==> src/rtl/pdseq_pkg.sv <==
package pdseq_pkg;

    typedef enum logic [1:0] {
        MODE_NORMAL    = 2'd0,
        MODE_PRECHG_PD = 2'd1,
        MODE_ACTIVE_PD = 2'd2,
        MODE_DEEP_PD   = 2'd3
    } pd_mode_e;

    typedef enum logic [1:0] {
        CMD_DESELECT = 2'd0,
        CMD_NOP      = 2'd1,
        CMD_DEEP_PD  = 2'd2
    } bus_cmd_e;

    typedef struct packed {
        logic cs_n;
        logic ras_n;
        logic cas_n;
        logic we_n;
    } cmd_pins_t;

    typedef enum logic [2:0] {
        ST_RUN       = 3'd0,
        ST_PD_ENTER  = 3'd1,
        ST_PD_HOLD   = 3'd2,
        ST_PD_LEAVE  = 3'd3,
        ST_DPD_ENTER = 3'd4,
        ST_DPD_HOLD  = 3'd5,
        ST_DPD_LEAVE = 3'd6,
        ST_REINIT    = 3'd7
    } seq_state_e;

    typedef struct packed {
        logic      cke;
        bus_cmd_e  cmd;
        pd_mode_e  mode;
        logic      reinit;
    } pin_plan_t;

    function automatic cmd_pins_t encode_cmd(bus_cmd_e c);
        cmd_pins_t p;
        case (c)
            CMD_NOP:     p = '{cs_n: 1'b0, ras_n: 1'b1, cas_n: 1'b1, we_n: 1'b1};
            CMD_DEEP_PD: p = '{cs_n: 1'b0, ras_n: 1'b1, cas_n: 1'b1, we_n: 1'b0};
            default:     p = '{cs_n: 1'b1, ras_n: 1'b1, cas_n: 1'b1, we_n: 1'b1};
        endcase
        return p;
    endfunction

endpackage

==> src/rtl/pd_req_arbiter.sv <==
module pd_req_arbiter
    import pdseq_pkg::*;
(
    input  logic clk,
    input  logic rst,
    input  logic accept_en,
    input  logic busy,
    input  logic any_open,
    input  logic pd_req,
    input  logic dpd_req,
    output logic go_pd,
    output logic go_dpd
);

    logic pd_pend_q, dpd_pend_q;
    logic want_pd, want_dpd;

    always_comb begin
        want_pd  = pd_pend_q  | (accept_en & pd_req);
        want_dpd = dpd_pend_q | (accept_en & dpd_req);
        go_dpd   = accept_en & ~busy & want_dpd & ~any_open;
        go_pd    = accept_en & ~busy & want_pd & ~go_dpd;
    end

    always_ff @(posedge clk) begin
        if (rst) begin
            pd_pend_q  <= 1'b0;
            dpd_pend_q <= 1'b0;
        end else if (go_dpd) begin
            pd_pend_q  <= 1'b0;
            dpd_pend_q <= 1'b0;
        end else if (go_pd) begin
            pd_pend_q  <= 1'b0;
            dpd_pend_q <= want_dpd;
        end else begin
            pd_pend_q  <= want_pd;
            dpd_pend_q <= want_dpd;
        end
    end

endmodule

==> src/rtl/pd_refresh_watchdog.sv <==
module pd_refresh_watchdog #(
    parameter int WDOG_W = 23
) (
    input  logic              clk,
    input  logic              rst,
    input  logic              load,
    input  logic              advance,
    input  logic [WDOG_W-1:0] limit,
    output logic              expired
);

    localparam logic [WDOG_W-1:0] MIN_LIMIT = WDOG_W'(2);
    localparam logic [WDOG_W-1:0] CNT_MAX   = '1;

    logic [WDOG_W-1:0] cnt_q;
    logic [WDOG_W-1:0] eff_limit;

    always_comb begin
        eff_limit = (limit < MIN_LIMIT) ? MIN_LIMIT : limit;
        expired   = (cnt_q >= eff_limit);
    end

    // cnt_q holds the number of clock-enable-low cycles so far, current one included
    always_ff @(posedge clk) begin
        if (rst || load) begin
            cnt_q <= WDOG_W'(1);
        end else if (advance && cnt_q != CNT_MAX) begin
            cnt_q <= cnt_q + WDOG_W'(1);
        end
    end

endmodule

==> src/rtl/pd_pin_decoder.sv <==
module pd_pin_decoder
    import pdseq_pkg::*;
(
    input  seq_state_e state,
    input  pd_mode_e   pd_kind,
    input  logic       wd_fired,
    output logic       cke,
    output cmd_pins_t  pins,
    output pd_mode_e   mode,
    output logic       reinit,
    output logic       wd_exit
);

    pin_plan_t plan;

    always_comb begin
        case (state)
            ST_PD_ENTER:  plan = '{cke: 1'b0, cmd: CMD_NOP,      mode: pd_kind,      reinit: 1'b0};
            ST_PD_HOLD:   plan = '{cke: 1'b0, cmd: CMD_DESELECT, mode: pd_kind,      reinit: 1'b0};
            ST_PD_LEAVE:  plan = '{cke: 1'b1, cmd: CMD_NOP,      mode: MODE_NORMAL,  reinit: 1'b0};
            ST_DPD_ENTER: plan = '{cke: 1'b0, cmd: CMD_DEEP_PD,  mode: MODE_DEEP_PD, reinit: 1'b0};
            ST_DPD_HOLD:  plan = '{cke: 1'b0, cmd: CMD_DESELECT, mode: MODE_DEEP_PD, reinit: 1'b0};
            ST_DPD_LEAVE: plan = '{cke: 1'b1, cmd: CMD_NOP,      mode: MODE_NORMAL,  reinit: 1'b1};
            ST_REINIT:    plan = '{cke: 1'b1, cmd: CMD_DESELECT, mode: MODE_NORMAL,  reinit: 1'b1};
            default:      plan = '{cke: 1'b1, cmd: CMD_DESELECT, mode: MODE_NORMAL,  reinit: 1'b0};
        endcase
        cke     = plan.cke;
        pins    = encode_cmd(plan.cmd);
        mode    = plan.mode;
        reinit  = plan.reinit;
        wd_exit = (state == ST_PD_LEAVE) && wd_fired;
    end

endmodule

==> src/rtl/pd_sequencer.sv <==
module pd_sequencer
    import pdseq_pkg::*;
#(
    parameter int NUM_BANKS = 4,
    parameter int WDOG_W    = 23
) (
    input  logic                 clk,
    input  logic                 rst,
    input  logic [NUM_BANKS-1:0] bank_open,
    input  logic                 busy,
    input  logic                 pd_req,
    input  logic                 dpd_req,
    input  logic                 wake_req,
    input  logic                 reinit_done,
    input  logic [WDOG_W-1:0]    wdog_limit,
    output logic                 cke,
    output logic                 cs_n,
    output logic                 ras_n,
    output logic                 cas_n,
    output logic                 we_n,
    output logic [1:0]           mode,
    output logic                 reinit_req,
    output logic                 wdog_exit
);

    seq_state_e state_q;
    pd_mode_e   kind_q;
    pd_mode_e   mode_w;
    logic       wd_fired_q;
    logic       any_open;
    logic       go_pd, go_dpd;
    logic       expired;
    cmd_pins_t  pins_w;

    assign any_open = |bank_open;

    pd_req_arbiter u_arb (
        .clk       (clk),
        .rst       (rst),
        .accept_en (state_q == ST_RUN),
        .busy      (busy),
        .any_open  (any_open),
        .pd_req    (pd_req),
        .dpd_req   (dpd_req),
        .go_pd     (go_pd),
        .go_dpd    (go_dpd)
    );

    pd_refresh_watchdog #(.WDOG_W(WDOG_W)) u_wdog (
        .clk     (clk),
        .rst     (rst),
        .load    (state_q == ST_RUN),
        .advance (state_q == ST_PD_ENTER || state_q == ST_PD_HOLD),
        .limit   (wdog_limit),
        .expired (expired)
    );

    always_ff @(posedge clk) begin
        if (rst) begin
            state_q    <= ST_RUN;
            kind_q     <= MODE_PRECHG_PD;
            wd_fired_q <= 1'b0;
        end else begin
            case (state_q)
                ST_RUN: begin
                    wd_fired_q <= 1'b0;
                    if (go_dpd) begin
                        state_q <= ST_DPD_ENTER;
                    end else if (go_pd) begin
                        state_q <= ST_PD_ENTER;
                        kind_q  <= any_open ? MODE_ACTIVE_PD : MODE_PRECHG_PD;
                    end
                end
                ST_PD_ENTER:  state_q <= ST_PD_HOLD;
                ST_PD_HOLD: begin
                    if (wake_req || expired) begin
                        state_q    <= ST_PD_LEAVE;
                        wd_fired_q <= ~wake_req;
                    end
                end
                ST_PD_LEAVE:  state_q <= ST_RUN;
                ST_DPD_ENTER: state_q <= ST_DPD_HOLD;
                ST_DPD_HOLD:  if (wake_req) state_q <= ST_DPD_LEAVE;
                ST_DPD_LEAVE: state_q <= ST_REINIT;
                ST_REINIT:    if (reinit_done) state_q <= ST_RUN;
                default:      state_q <= ST_RUN;
            endcase
        end
    end

    pd_pin_decoder u_dec (
        .state    (state_q),
        .pd_kind  (kind_q),
        .wd_fired (wd_fired_q),
        .cke      (cke),
        .pins     (pins_w),
        .mode     (mode_w),
        .reinit   (reinit_req),
        .wd_exit  (wdog_exit)
    );

    assign cs_n  = pins_w.cs_n;
    assign ras_n = pins_w.ras_n;
    assign cas_n = pins_w.cas_n;
    assign we_n  = pins_w.we_n;
    assign mode  = mode_w;

endmodule

==> config.mk <==
export PLATFORM = sky130hd
export DESIGN_NAME = pd_sequencer
export DESIGN_NICKNAME = d
export VERILOG_FILES = /design/src/rtl/pdseq_pkg.sv /design/src/rtl/pd_req_arbiter.sv /design/src/rtl/pd_refresh_watchdog.sv /design/src/rtl/pd_pin_decoder.sv /design/src/rtl/pd_sequencer.sv
export SDC_FILE = /design/constraint.sdc
export NUM_CORES = 1
export LEC_CHECK = 0
export BUFFER_PORTS_ARGS = -buffer_cell sky130_fd_sc_hd__clkbuf_2
export CAP_MARGIN = 25
export CORE_ASPECT_RATIO = 1.25
export CORE_MARGIN = 2
export CORE_UTILIZATION = 56
export CTS_CLUSTER_DIAMETER = 200
export DETAILED_ROUTE_END_ITERATION = 7
export PLACE_DENSITY_LB_ADDON = 0.2
export SYNTH_ARGS = -nofsm -noshare
export SYNTH_HDL_FRONTEND = slang
export SYNTH_SLANG_ARGS = --single-unit
==> constraint.sdc <==
create_clock -name clk -period 2.75 [get_ports clk]
set_input_delay 0.275 -clock clk [delete_from_list [all_inputs] [get_ports clk]]
set_output_delay 0.275 -clock clk [all_outputs]
set_load 0.01 [all_outputs]
**Yosys cells after proc, flatten, opt, wreduce, memory -nomap -nowiden**

Index checks and enable logic that the tools add are counted.

- Add/subtract/negate cells: 1
- $lt $le $gt $ge: 2
- Eq/ne operators: 14
- Mux-type cells: 12
- Bitwise logic cells: 13
- Reduce and logical (&&, ||, !) cells: 13

Operators by type and width:

| kind | count |
|---|---|
| 6-bit one-hot mux with 7 select lines | 1 |
| 3-bit one-hot mux with 8 select lines | 1 |
| 23-bit by 1-bit adder with 23-bit output, second input constant | 1 |
| 23-bit >= comparator | 1 |
| 23-bit by 2-bit less-than comparator with 1-bit output, second input constant | 1 |
| 23-bit 2-to-1 mux | 1 |
| 23-bit != test, second input constant | 1 |
| 3-bit 2-to-1 mux | 5 |
| 3-bit equality test, second input constant | 4 |
| 4-bit one-hot mux with 2 select lines | 1 |
| 1-bit bitwise AND | 7 |
| 3-bit by 2-bit equality test with 1-bit output, second input constant | 2 |
| 2-bit != test, second input constant | 2 |
| 1-bit inverter | 4 |
| 4-bit AND reduction | 1 |
| 4-bit OR reduction | 1 |
| 3-bit by 1-bit equality test with 1-bit output, second input constant | 1 |
| 3-bit zero test | 1 |
| 1-bit logical OR | 3 |
| 3-bit != test, second input constant | 1 |
| 3-bit AND reduction | 1 |
| 3-bit OR reduction | 1 |
| 2-bit by 1-bit equality test with 1-bit output, second input constant | 1 |
| 2-bit equality test, second input constant | 1 |
| 9 further kinds | 11 |

- Register bits after elaboration: 31
- Input bits: 34
- Output and inout port bits: 9

**Depth between registers and ports, before layout**

- Depth after elaboration: 10
- Gate-level depth with buffers: 11

**Modules after synthesis**

From an unflattened synthesis, not the netlist that was laid out.

- Cell total of the unflattened synthesis: 293
- Area, all modules: 2,368.5 um2

By module, submodules not included:

| module | instances | cells each | area each (um2) | seq. area each (um2) |
|---|---|---|---|---|
| pd_refresh_watchdog | 1 | 225 | 1,805.5 | 460.4 |
| pd_sequencer | 1 | 38 | 325.3 | 120.1 |
| pd_pin_decoder | 1 | 18 | 128.9 | 0.0 |
| pd_req_arbiter | 1 | 12 | 108.9 | 40.0 |

**Worst setup path before layout**

No wires, ideal clock.

- Path kind: input-to-reg
- From: input port wdog_limit[21]
- To: register wd_fired_q
- Arrival time: 2,167 ps
- Data required time: 2,633 ps
- Slack: 465 ps
- Cell stages on the path: 11
- Buffers on the path: 0
- Path through: nor4_1 > nand4_1 > nor4_1 > nor2b_1 > ha_1 > nand2b_1 > a21o_1 > a21oi_1 > o21ai_0 > o21a_1 > a32o_1

- Word-level cells in the longest chain between the ends: 6

Ends and longest elaborated chain:

| item | RTL line | text |
|---|---|---|
| start, declared | pd_sequencer.sv:15 | `input logic [WDOG_W-1:0] wdog_limit,` |
| 23-bit by 2-bit less-than comparator with 1-bit output | pd_refresh_watchdog.sv:19 | `eff_limit = (limit < MIN_LIMIT) ? MIN_LIMIT : limit;` |
| 23-bit 2-to-1 mux * | pd_refresh_watchdog.sv:19 |  |
| 23-bit >= comparator * | pd_refresh_watchdog.sv:20 | `expired = (cnt_q >= eff_limit);` |
| 1-bit logical OR * | pd_sequencer.sv:76 | `if (wake_req \|\| expired) begin` |
| 2-bit by 1-bit != test with 1-bit output (no line) * | - |  |
| 2-bit AND reduction (no line) * | - |  |
| end signal, assigned | pd_sequencer.sv:78 | `wd_fired_q <= ~wake_req;` |
| end, declared | pd_sequencer.sv:29 | `logic wd_fired_q;` |

Mark *: on every way between the ends. The rest lies on a longest branch, timed or not.
A chain may end at the register's enable or synchronous reset.

**Worst setup path after layout**

- From: input port wdog_limit[22]
- To: register state_q[0]

- Word-level cells in the longest chain between the ends: 6

Ends and longest elaborated chain:

| item | RTL line | text |
|---|---|---|
| 23-bit by 2-bit less-than comparator with 1-bit output | pd_refresh_watchdog.sv:19 |  |
| 23-bit 2-to-1 mux * | pd_refresh_watchdog.sv:19 |  |
| 23-bit >= comparator * | pd_refresh_watchdog.sv:20 |  |
| 1-bit logical OR * | pd_sequencer.sv:76 |  |
| 2-bit by 1-bit != test with 1-bit output (no line) * | - |  |
| 4-bit AND reduction (no line) * | - |  |
| end signal, assigned | pd_sequencer.sv:74 | `ST_PD_ENTER: state_q <= ST_PD_HOLD;` |
| end signal, assigned | pd_sequencer.sv:77 | `state_q <= ST_PD_LEAVE;` |
| end signal, assigned | pd_sequencer.sv:81 | `ST_PD_LEAVE: state_q <= ST_RUN;` |
| end, declared | pd_sequencer.sv:26 | `seq_state_e state_q;` |

Marked as above.

==> results.md <==
- The flow ran to the end, and the final reports show no timing, DRC or antenna violations.
- Net switching is 36.8% of the power.
- The smallest clock period supported by the final layout is computed as 2.47 ns.
- The clock network is responsible for 24.3% of the overall power.
- The worst flop-to-flop path endpoint is wd_fired_q.
- The final standard cell area without fillers is 2640 um2.
- The routed design has 5.06 mm of wire.
- The overall global routing resource usage is 23.4%.
- The worst setup path is launched from an input port.
- STA classifies the critical path endpoint as a register.
- Clock-pin slew was measured on the worst setup and hold paths at 0.07 ns.
- Compared with the post-synthesis result, the final layout area differs by 14.3%.
- The reg2reg setup slack is 0.42 ns.
- VDD sags by at most 277 uV.
- The most used flip-flop cell after synthesis is sky130_fd_sc_hd__dfxtp_1.
- In this run, the combinational gates consume 39.1% of the power.
- The leakage power is 1.21 nW.
- Hold repair after CTS inserted 0 buffers.
- The Yosys warning count is 0.
- The largest net degree at the start of global routing is 23.
- The maximum fanout encountered on the critical timing path is 3.
- The H-tree generated during clock tree synthesis spans 2 levels.
- Setup violations remaining at the end of the flow were counted as 0.
- CTS saw 31 sinks.
- By instance count, the leading cell after synthesis is sky130_fd_sc_hd__nor2_1.
- Using the TritonRoute via totals, the vias-per-cell ratio works out to 5.54.
- The residual DRC count is 0.
- In the global route stage, met1 resource usage came out at 26.3%.
- During placement, the flow inserted port buffers numbering 40.
- The effective utilization at floorplan is 57.2%.
- Once layout is complete, the cells apart from fillers number 382.
- The core box area is 4030 um2.
- In the post-synthesis netlist, the biggest area contributors are sky130_fd_sc_hd__dfxtp_1 27%, sky130_fd_sc_hd__ha_1 16%, sky130_fd_sc_hd__nor2_1 5.5%.
- Timing would allow up to 0.404 GHz.
- Tracing the worst setup path back leads to its startpoint at wdog_limit[22].
- For this run, the share of the core covered by cells in the final layout is 65.4%.
- The first global-routing pass estimated 8.16 mm of wire.
- The count of endpoints failing hold in the final timing report is 0.
- After the last flow step, the layout net total stands at 389.
- The count of routing violations after the opening detailed-route iteration is 57.
- The share of the Yosys chip area taken by registers is 26.9%.
- The met3 demand-to-capacity share in global routing is 4.75%.
- The synthesized design devotes to its leading area cell type 26.9% of total area.
- At the worst endpoint, the required time is 2.96 ns.
- The power density relative to cell area is 537 nW/um2.
- The class of the most critical hold timing path is input port to register.
- The met2 usage in global routing is 43.0%.
- After detailed placement, the total cell area comes to 2550 um2.
- The maximum root-to-sink buffer count is 2.
- Counting every instance in the synthesized netlist gives 283.
- 0 antenna diodes ended up in the layout.
- In this run, synthesis inferred 0 flip-flops with an integrated enable.
- The remaining global-route overflow is 0.
- The count of final max-slew check failures is 0.
- The actual slew at the worst max-slew pin is 0.786 ns.
- The routability congestion estimate from global placement is 0.931.
- The via count of the first global-routing pass is 1906.
- The I/O pin count is 43.
- In this run the critical register-to-register path is launched from u_wdog.cnt_q[18].
- The switching power of the nets is 0.522 mW.
- The fraction of synthesis flops using an asynchronous set or reset pin is 0%.
- From left edge to right edge, the die measures 61.4 um.
- Counting distinct cell types in the post-synthesis netlist gives 47.
- The top cell type by total area after synthesis is sky130_fd_sc_hd__dfxtp_1.
- Data arrives at the worst endpoint at 2.69 ns.
- The number of antenna violations at the first check in global routing is 0.
- The die footprint is 4660 um2.
- Once detail routing completed, the nets flagged for antenna violations numbered 0.
- The design internal power is 0.896 mW.
- The setup path with the least slack is of type input port to register.
- The clock latency on the worst-skew pair is 0.29 ns.
- Cells with a size suffix above 1 make up 17.8% of the layout.
- The first detailed-routing pass took 4 iterations.
- At the placement stage, the worst setup path has a slack of -0.102 ns.
- The total of max-cap violations is 0.
- Once the clock tree was built, the setup fixing pass inserted 0 buffers.
- The clock arrives with 0.0103 ns of skew.
- Of the total power, registers draw 36.6%.
- Counting instances in the post-synthesis netlist gives the leading cell types as 34 x sky130_fd_sc_hd__nor2_1, 31 x sky130_fd_sc_hd__dfxtp_1, 30 x sky130_fd_sc_hd__ha_1, 29 x sky130_fd_sc_hd__inv_1, 19 x sky130_fd_sc_hd__nand2_1.
- TritonCTS created 5 clock buffers.
- The number of gates given a new drive strength after cts is 0.
- The cell area after synthesis is 2310 um2.
- The capturing instance or port of the critical path is state_q[0].
- Across all layers, the routed design uses 2118 vias.
- Detailed placement finished with a half-perimeter wire length of 4.03 mm.
- TritonCTS built the clock tree.
- CTS placed an instance of sky130_fd_sc_hd__clkbuf_8 at the clock tree root.
- Measured along the y axis, the die boundary spans 75.8 um.
- The per-instance average area after synthesis is 8.16 um2.
- Counting cells, the worst reg-to-reg path comes to 7.
- The initialized floorplan defines 26 standard-cell rows.
- Setup repair after global routing left no endpoint under its margin.
- After detailed placement, the design holds a cell count of 374.
- Dividing the final minimum period by the clock period gives 90.0%.
- The layer flagged by global routing as most heavily used is met2.
- In the final routed layout, each cell accounts on average for 13.2 um.
- Setup slack on the critical path of the routed design comes to 0.275 ns.
- The worst slew margin relative to its limit is 47.5%.
- Synthesis inferred 31 register bits.
==> per-stage QoR <==
step                      setup TNS (ns)  power (mW)  hold WS [ns]
final                                  0        1.42         0.254
after global routing                   0        1.53         0.265
after floorplan                        0       0.943         0.347
after global placement            -0.173        1.07         0.478
after detailed placement          -0.311        1.09         0.481
after CTS                              0        1.43         0.251
==> power groups by stage <==
stage          sequential, mW  combinational, mW  clock, mW
2_1_floorplan           0.521              0.422          0
3_3_place_gp            0.529              0.542          0
3_5_place_dp            0.529              0.556          0
4_1_cts                 0.519              0.559      0.352
5_1_grt                 0.525              0.632      0.373
6_report                0.519              0.554      0.345
==> how the worst min path moves through the flow <==
| stage | from | endpoint | slack [ns] | cells past startpoint |
|---|---|---|---|---|
| after floorplan | rst | kind_q[1] | 0.35 | 1 |
| after global placement | kind_q[1] | kind_q[1] | 0.48 | 2 |
| after detailed placement | kind_q[1] | kind_q[1] | 0.48 | 2 |
| after CTS | rst | kind_q[1] | 0.25 | 2 |
| after global routing | rst | kind_q[1] | 0.26 | 2 |
| final | rst | kind_q[1] | 0.25 | 2 |
==> logic make-up (layout without fill, tap and decap cells) <==
kind of cell               after synthesis  count (layout)  share of synthesized area, %
other                                    1               2                         0.162
DFF                                     31              31                          26.9
buffers and inverters                   35              77                          6.18
adders and majority gates               30              30                          16.3
and+or+nand+nor                        116             116                          27.0
xor gates and xnor gates                21              21                          7.97
muxes                                    4               4                          1.73
AOI/OAI and AO/OA                       45              45                          13.8
==> layout make-up <==
| type | instances | area (um2) |
|---|---|---|
| fill | 392 | 1400 |
| tap | 56 | 70.1 |
| sequential | 31 | 621 |
| inverter | 29 | 109 |
| clock buffer | 5 | 68.8 |
| clock inverter | 3 | 15.0 |
| timing repair buffer | 40 | 200 |
| multi-input combinational | 218 | 1560 |
==> layer usage <==
metal / part of all wire [%] / up-vias
met2: 51 / 60
met4: 2.2 / 0
met3: 4.2 / 10
met5: 0 / -
met1: 43 / 974
li1: - / 1074
==> layout by cell type (no fill, tap or decap), drive strengths merged, types with 4 or more instances in the layout <==
cell type	synthesis	layout
o21ai	7	7
xnor2	8	8
nand2	19	19
nor2b	5	5
xor2	13	13
a21o	4	4
dfxtp	31	31
and3	4	4
ha	30	30
clkbuf	3	45
and4	5	5
nand3	12	12
nor3	8	8
nor2	34	34
nand4	10	10
inv	29	29
nor4	8	8
mux2i	4	4
a21oi	17	17
==> worst max-delay path: stages <==
cell and delay (ns):
sky130_fd_sc_hd__clkbuf_2 0.11, sky130_fd_sc_hd__nor4_2 0.38, sky130_fd_sc_hd__nand4_1 0.13, sky130_fd_sc_hd__nor4_1 0.34, sky130_fd_sc_hd__nor2b_1 0.10, sky130_fd_sc_hd__ha_1 0.28, sky130_fd_sc_hd__nand2b_1 0.14, sky130_fd_sc_hd__a21o_1 0.17
sky130_fd_sc_hd__a21oi_1 0.13, sky130_fd_sc_hd__o21ai_0 0.18, sky130_fd_sc_hd__o21ai_2 0.26, sky130_fd_sc_hd__mux2i_1 0.21
==> sequential cells by signal (all words and copies together), names as in the netlist <==
signal / count
u_wdog.cnt_q: 23
state_q: 3
wd_fired_q: 1
kind_q: 2
u_arb.dpd_pend_q: 1
u_arb.pd_pend_q: 1
No activity file was read; power rests on OpenSTA's default activity.
